$ cat config.mk
export PLATFORM = sky130hd
export DESIGN_NAME = gray_palette
export DESIGN_NICKNAME = d
export VERILOG_FILES = /design/src/rtl/gray_palette_pkg.sv /design/src/rtl/pal_regfile.sv /design/src/rtl/pal_seq.sv /design/src/rtl/gray_palette.sv
export SDC_FILE = /design/constraint.sdc
export NUM_CORES = 1
export LEC_CHECK = 0
export ABC_AREA = 1
export BUFFER_PORTS_ARGS = -buffer_cell sky130_fd_sc_hd__buf_2
export CAP_MARGIN = 10
export CORE_MARGIN = 4
export CORE_UTILIZATION = 35
export CTS_CLUSTER_DIAMETER = 100
export CTS_CLUSTER_SIZE = 28
export DETAILED_ROUTE_END_ITERATION = 8
export HOLD_SLACK_MARGIN = 0.02
export PLACE_DENSITY = 0.55
export SYNTH_ARGS = -nofsm -noshare
export SYNTH_HDL_FRONTEND = slang
export SYNTH_SLANG_ARGS = --single-unit
$ cat constraint.sdc
create_clock -name clk_i -period 4.38 [get_ports clk_i]
set_input_delay 0.219 -clock clk_i [delete_from_list [all_inputs] [get_ports clk_i]]
set_output_delay 0.219 -clock clk_i [all_outputs]
set_load 0.01 [all_outputs]
$ cat src/rtl/gray_palette_pkg.sv
package gray_palette_pkg;
  typedef enum logic [1:0] {
    ST_START,
    ST_HOST,
    ST_LOAD,
    ST_DONE
  } pal_state_e;
endpackage

$ cat src/rtl/pal_regfile.sv
module pal_regfile #(
  parameter int ADDR_W = 5,
  parameter int DATA_W = 4,
  parameter int PIX_W  = 4,
  parameter int GRAY_W = 3
) (
  input  logic              clk_i,
  input  logic              rst_ni,
  input  logic              we_i,
  input  logic [ADDR_W-1:0] waddr_i,
  input  logic [DATA_W-1:0] wdata_i,
  input  logic [PIX_W-1:0]  rd_idx_i,
  output logic [DATA_W-1:0] rd_word_o
);
  localparam int DEPTH      = 2 ** ADDR_W;
  localparam int NUM_COLORS = 2 ** PIX_W;

  logic [DATA_W-1:0] regs [DEPTH];

  function automatic logic [DATA_W-1:0] rst_val(int idx);
    if (idx < NUM_COLORS) return DATA_W'(idx >> (PIX_W - GRAY_W));
    return '0;
  endfunction

  always_ff @(posedge clk_i or negedge rst_ni) begin
    if (!rst_ni) begin
      for (int i = 0; i < DEPTH; i++) regs[i] <= rst_val(i);
    end else if (we_i) begin
      regs[waddr_i] <= wdata_i;
    end
  end

  // palette occupies the lower half of the index space
  assign rd_word_o = regs[{{(ADDR_W-PIX_W){1'b0}}, rd_idx_i}];

  a_r3_write_lands: assert property (@(posedge clk_i) disable iff (!rst_ni)
    we_i |=> regs[$past(waddr_i)] == $past(wdata_i));
endmodule

$ cat src/rtl/pal_seq.sv
module pal_seq
  import gray_palette_pkg::*;
#(
  parameter int ADDR_W    = 5,
  parameter int DATA_W    = 4,
  parameter int STEP_CLKS = 16
) (
  input  logic              clk_i,
  input  logic              rst_ni,
  input  logic              rom_mode_i,
  input  logic              cs_i,
  input  logic              wr_i,
  input  logic [ADDR_W-1:0] addr_i,
  input  logic [DATA_W-1:0] data_i,
  output logic              we_o,
  output logic [ADDR_W-1:0] waddr_o,
  output logic [DATA_W-1:0] wdata_o,
  output logic [ADDR_W-1:0] rom_addr_o,
  output logic              done_o
);
  localparam int CNT_W = (STEP_CLKS > 1) ? $clog2(STEP_CLKS) : 1;
  localparam logic [CNT_W-1:0]  CNT_LAST  = CNT_W'(STEP_CLKS - 1);
  localparam logic [ADDR_W-1:0] ADDR_LAST = '1;

  pal_state_e        state_q;
  logic [CNT_W-1:0]  cnt_q;
  logic [ADDR_W-1:0] rom_addr_q;
  logic              load_fire, host_fire;

  assign load_fire = (state_q == ST_LOAD) && (cnt_q == CNT_LAST);
  assign host_fire = (state_q == ST_HOST) && cs_i && wr_i;

  always_ff @(posedge clk_i or negedge rst_ni) begin
    if (!rst_ni) begin
      state_q    <= ST_START;
      cnt_q      <= '0;
      rom_addr_q <= '0;
    end else begin
      unique case (state_q)
        ST_START: state_q <= rom_mode_i ? ST_LOAD : ST_HOST;
        ST_LOAD: begin
          if (load_fire) begin
            cnt_q <= '0;
            if (rom_addr_q == ADDR_LAST) state_q <= ST_DONE;
            else rom_addr_q <= rom_addr_q + 1'b1;
          end else begin
            cnt_q <= cnt_q + 1'b1;
          end
        end
        default: ;
      endcase
    end
  end

  assign we_o       = load_fire | host_fire;
  assign waddr_o    = load_fire ? rom_addr_q : addr_i;
  assign wdata_o    = data_i;
  assign rom_addr_o = rom_addr_q;
  assign done_o     = (state_q == ST_DONE);

  a_r8_addr_hold: assert property (@(posedge clk_i) disable iff (!rst_ni)
    ((state_q == ST_LOAD && !load_fire) || state_q == ST_DONE) |=> $stable(rom_addr_o));
  a_r8_addr_step: assert property (@(posedge clk_i) disable iff (!rst_ni)
    (load_fire && rom_addr_q != ADDR_LAST) |=> rom_addr_o == $past(rom_addr_o) + 1'b1);
  a_r10_done_sticky: assert property (@(posedge clk_i) disable iff (!rst_ni)
    done_o |=> done_o);
  a_r12_host_quiet: assert property (@(posedge clk_i) disable iff (!rst_ni)
    (state_q == ST_HOST) |-> (!done_o && rom_addr_o == '0));
  a_r7_mode_locked: assert property (@(posedge clk_i) disable iff (!rst_ni)
    (state_q == ST_HOST) |=> (state_q == ST_HOST));
  a_r11_no_host_write: assert property (@(posedge clk_i) disable iff (!rst_ni)
    (state_q != ST_HOST && cs_i && wr_i && !load_fire) |-> !we_o);
endmodule

$ cat src/rtl/gray_palette.sv
module gray_palette #(
  parameter int ADDR_W    = 5,
  parameter int DATA_W    = 4,
  parameter int PIX_W     = 4,
  parameter int GRAY_W    = 3,
  parameter int STEP_CLKS = 16
) (
  input  logic              clk_i,
  input  logic              rst_ni,
  input  logic              rom_mode_i,
  input  logic              cs_i,
  input  logic              wr_i,
  input  logic [ADDR_W-1:0] addr_i,
  input  logic [DATA_W-1:0] data_i,
  output logic [ADDR_W-1:0] rom_addr_o,
  output logic              load_done_o,
  input  logic [PIX_W-1:0]  pix_i,
  output logic [GRAY_W-1:0] gray_o
);
  logic              we;
  logic [ADDR_W-1:0] waddr;
  logic [DATA_W-1:0] wdata;
  logic [DATA_W-1:0] rd_word;
  logic              unused_hi;

  pal_seq #(
    .ADDR_W(ADDR_W), .DATA_W(DATA_W), .STEP_CLKS(STEP_CLKS)
  ) i_seq (
    .clk_i, .rst_ni, .rom_mode_i, .cs_i, .wr_i, .addr_i, .data_i,
    .we_o(we), .waddr_o(waddr), .wdata_o(wdata),
    .rom_addr_o, .done_o(load_done_o)
  );

  pal_regfile #(
    .ADDR_W(ADDR_W), .DATA_W(DATA_W), .PIX_W(PIX_W), .GRAY_W(GRAY_W)
  ) i_regs (
    .clk_i, .rst_ni, .we_i(we), .waddr_i(waddr), .wdata_i(wdata),
    .rd_idx_i(pix_i), .rd_word_o(rd_word)
  );

  // upper entry bits carry no gray information
  assign unused_hi = ^rd_word[DATA_W-1:GRAY_W];

  always_ff @(posedge clk_i or negedge rst_ni) begin
    if (!rst_ni) gray_o <= '0;
    else         gray_o <= rd_word[GRAY_W-1:0];
  end

  a_r2_gray_follows: assert property (@(posedge clk_i) disable iff (!rst_ni)
    !$past(we) |=> gray_o == $past(rd_word[GRAY_W-1:0]));
endmodule

==> impl_summary.log <==
[metrics] required time worst endpoint: between 4 and 5 ns
[metrics] Worst-Margin Slew: approximately 0.8 ns
[metrics] worst-case reg-to-reg path depth: 10
[metrics] register area share after synthesis: a little under half
[metrics] logic gate share of total power: about 7.8%
[metrics] type of the most critical hold path: in -> async
[metrics] number of antenna violations at the first check in global routing: 0
[metrics] largest voltage drop on the vdd net: 0.000159 V
[metrics] Yosys warning total: 0
[metrics] Slew Limit Fails: 0
[metrics] proportion of layout cells with a drive suffix above 1: 21.6%
[metrics] worst clock skew: between 0.005 and 0.006 ns
[metrics] boundary pin count: 27
[metrics] overall power after layout: 1.22 mW
[metrics] switching share of power: 25.9%
[metrics] Critical Path AT: ~2.2 ns
[metrics] count leader, synth: sky130_fd_sc_hd__nand2_1
[metrics] clock root cell: sky130_fd_sc_hd__clkbuf_8
[metrics] Clk Latency, worst-skew pair: 0.36 ns
[metrics] Avg Synthesized Cell Area: 8.17 um2
[metrics] number of iterations in the first detailed-routing pass: 4
[metrics] fmax: between 500 and 600 MHz
[metrics] wire per inst: roughly 14 um
[metrics] power density over the cells: 314 nW/um2
[metrics] flip-flop and latch count after synthesis: 62
[metrics] met1 GRT Util: 20.5%
[metrics] dominant synthesized flop cell: sky130_fd_sc_hd__dfrtp_1
[metrics] highest-delay cell along the critical path: sky130_fd_sc_hd__dfrtp_1
[metrics] TritonCTS clock tree: done
[metrics] RSZ-0062 raised after global routing: false
[metrics] synthesized area: 3510 um2
[metrics] total via count after detailed routing: around 2700
[metrics] row cnt: 36
[metrics] count of flip-flops with a built-in enable after synthesis: 0
[metrics] number of cells after detailed placement: between 500 and 600
[metrics] count of final hold-check violations: 0
[metrics] drt drc: 0
[metrics] ratio of final minimum period to clock period: 45.2%
[metrics] family with the most delay on the worst path: simple AND/OR/NAND/NOR gates
[metrics] DIE WIDTH: approximately 110 um
[metrics] dominant cell type by area after synthesis: sky130_fd_sc_hd__dfrtp_1
[metrics] number of levels in the clock H-tree: 3
[metrics] pre-CTS setup slack: roughly 2.4 ns
[metrics] type of the setup path with the least slack: reg -> reg
[metrics] Crit Reg-Reg Startpoint: i_seq.cnt_q[1]
[metrics] number of nets in the synthesized netlist: 450
[metrics] largest net degree at the start of global routing: 63
[metrics] remaining number of nets flagged by the antenna check after routing: 0
[metrics] crit path launch type: flip-flop
[metrics] capture instance of the worst register-to-register path: i_regs.regs[124]
[metrics] Post-synth ARST share: 100%
[metrics] relative slew slack: 46.4%
[metrics] number of max-capacitance violations reported: 0
[metrics] met2 track demand over resource in global routing: between 20% and 30%
[metrics] maximum clock path buffer count: 2
[metrics] half-perimeter wire length after placement: between 5 and 6 mm
[metrics] Synth-to-Final Area Change: 10.3%
[metrics] Leak Pwr: 1.85 nW
[metrics] first-pass GRT wire length: 13.8 mm
[metrics] Pint: about 900 uW
[metrics] number of standard cells in the layout, taps in and fillers out: around 580
[metrics] final critical-path required period: slightly below 2 ns
[metrics] hold bufs inserted after CTS: 0
[metrics] Crit Path Max Fanout: 16
[metrics] detailed-route wire length: around 7.9 mm
[metrics] clock-pin transition on the worst setup and hold timing paths: 0.07 ns
[metrics] number of nets in the finished design: between 400 and 500
[metrics] Sequential Power Share: 48.0%
[metrics] Final Wtd Congestion: 0.779
[metrics] All-Layer GR Usage: around 15%
[metrics] number of setup buffers added after CTS: 0
[metrics] Total Die Area: about 12000 um2
[metrics] sum of buffers and inverters on the critical path: 0
[metrics] # setup viols final: 0
[metrics] cell chain of the critical path: ha_1 > nand2_1 > nor2_4 > nand2_4 > nand2_2 > nand3_4 > nor2_4 > nand2_1 > nand2_1 > nand2_1
[metrics] Vert. Die Dim: ~110 um
[metrics] final setup margin: between 2 and 2.5 ns
[metrics] total number of clock tree sinks: 62
[metrics] grt total ovfl: 0
[metrics] cell count after synthesis: 429
[metrics] Crit path top cell by count: sky130_fd_sc_hd__nand2_1
[metrics] core area: 9770 um2
[metrics] clock network fraction of total power: 44.2%
[metrics] number of input and output port buffers inserted: 25
[metrics] via density per instance: around 4.7
[metrics] met3 layer usage reported by global route: approximately 4.5%
[metrics] Crit path largest cell delay: 0.37 ns
[metrics] outcome: complete, no violations
[metrics] number of gates given a new drive strength after cts: 0
[metrics] number of global-route vias before repair: roughly 2700
[metrics] most area-consuming cells after synthesis: sky130_fd_sc_hd__dfrtp_1, sky130_fd_sc_hd__dfstp_2, sky130_fd_sc_hd__nand2_1
[metrics] worst hold margin: 0.0374 ns
[metrics] total CTS buffers: 9
[metrics] fraction of synthesized cell area taken by the top area cell type: a little over a quarter
[metrics] antenna fix cells: 0
[metrics] setup total negative slack: 0 ns
[metrics] list of most frequent post-synthesis cells: sky130_fd_sc_hd__nand2_1, sky130_fd_sc_hd__nand3_1, sky130_fd_sc_hd__inv_1, sky130_fd_sc_hd__dfrtp_1, sky130_fd_sc_hd__dfstp_2
[metrics] DRT iter0 DRCs: around 140
[metrics] Yosys cell types: 30
[metrics] Filler cells: 1062
[metrics] worst setup slack for register-to-register paths: ~2.4 ns
[metrics] switching power: between 300 and 400 uW
[metrics] gr busiest metal: met2
[metrics] endpoint type of the worst setup path: flip-flop
[metrics] Initial Utilization: a little over a third
per-stage QoR:
| stage | utilization (%) | cell area (um2) |
|---|---|---|
| detailed placement | 37.4 | 3660 |
| CTS | 39.6 | 3870 |
| finish | 39.6 | 3870 |
| global route | 39.6 | 3870 |
| global placement | 37.4 | 3660 |
| floorplan | - | 3510 |
layout make-up:
class                   count  area [um2]  share of cell area [%]
clock buffers              11         151                    3.92
well taps                 133         166                    4.30
repair buffers             26         133                    3.43
clock inverters             5        57.6                    1.49
multi-input cells         302        1600                    41.5
flip-flops and latches     62        1580                    40.9
inverters                  44         173                    4.47
layer usage:
layer  vias up  share of wire, %
li1       1411                 -
met1      1250                46
met2        38                46
met3        21               4.4
met4         0               3.0
met5         -                 0
power by group through the flow:
stage / Sequential (mW) / Combinational [mW] / Clock (mW)
2_1_floorplan: 0.595 / 0.0590 / 0
3_3_place_gp: 0.593 / 0.0959 / 0
3_5_place_dp: 0.594 / 0.0965 / 0
4_1_cts: 0.584 / 0.0967 / 0.555
5_1_grt: 0.584 / 0.107 / 0.590
6_report: 0.584 / 0.0944 / 0.537
registers in the layout, indices dropped and copies added, names as in the netlist:
register          count
gray_o                3
i_seq.cnt_q           4
i_regs.regs          48
i_seq.state_q         2
i_seq.rom_addr_o      5
cells by family (layout without fill, tap and decap cells):
group                      after synthesis  in the layout  share of synthesized area (%)
xor gates and xnor gates                 3              3                          0.750
buffers and inverters                   65             86                           9.14
and+or+nand+nor                        245            245                           34.8
AOI/OAI and AO/OA                       51             51                           9.14
adders and majority gates                3              3                           1.07
DFF                                     62             62                           45.1
worst max path at each step:
stage | endpoint | cells past startpoint | from
after floorplan | i_regs.regs[113] | 9 | i_seq.cnt_q[1]
after global placement | i_regs.regs[124] | 10 | i_seq.cnt_q[1]
after detailed placement | i_regs.regs[124] | 10 | i_seq.cnt_q[1]
after CTS | i_regs.regs[124] | 10 | i_seq.cnt_q[1]
after global routing | i_regs.regs[124] | 10 | i_seq.cnt_q[1]
final | i_regs.regs[124] | 10 | i_seq.cnt_q[1]
placed cells by master (no fill, tap or decap):
cell                         netlist  routed
sky130_fd_sc_hd__nand2_1         143     143
sky130_fd_sc_hd__nand3_1          70      70
sky130_fd_sc_hd__inv_1            42      42
sky130_fd_sc_hd__dfrtp_1          38      38
sky130_fd_sc_hd__buf_2             7      25
sky130_fd_sc_hd__dfstp_2          24      24
sky130_fd_sc_hd__a21oi_1          17      17
sky130_fd_sc_hd__o21ai_0          16      16
sky130_fd_sc_hd__o211ai_1         12      12
sky130_fd_sc_hd__clkbuf_8          0      11
sky130_fd_sc_hd__nor2_4            7       7
sky130_fd_sc_hd__nand2_4           6       6
sky130_fd_sc_hd__nand2_2           5       5
sky130_fd_sc_hd__nor2_1            5       5
sky130_fd_sc_hd__nor2_8            3       3
sky130_fd_sc_hd__ha_1              3       3
sky130_fd_sc_hd__clkinvlp_4        0       3
sky130_fd_sc_hd__o21ai_4           2       2
sky130_fd_sc_hd__o21bai_1          2       2
sky130_fd_sc_hd__o21ai_2           2       2
sky130_fd_sc_hd__nand3_4           2       2
sky130_fd_sc_hd__xor2_1            2       2
sky130_fd_sc_hd__nor3_1            1       1
sky130_fd_sc_hd__inv_2             1       1
sky130_fd_sc_hd__nand2_8           1       1
sky130_fd_sc_hd__inv_8             1       1
sky130_fd_sc_hd__nand3_2           1       1
sky130_fd_sc_hd__nand4_1           1       1
sky130_fd_sc_hd__xnor2_1           1       1
sky130_fd_sc_hd__bufinv_16         0       1
sky130_fd_sc_hd__clkinv_2          0       1
sky130_fd_sc_hd__buf_4             0       1
Note: power is estimated with default switching activity, not from simulation.
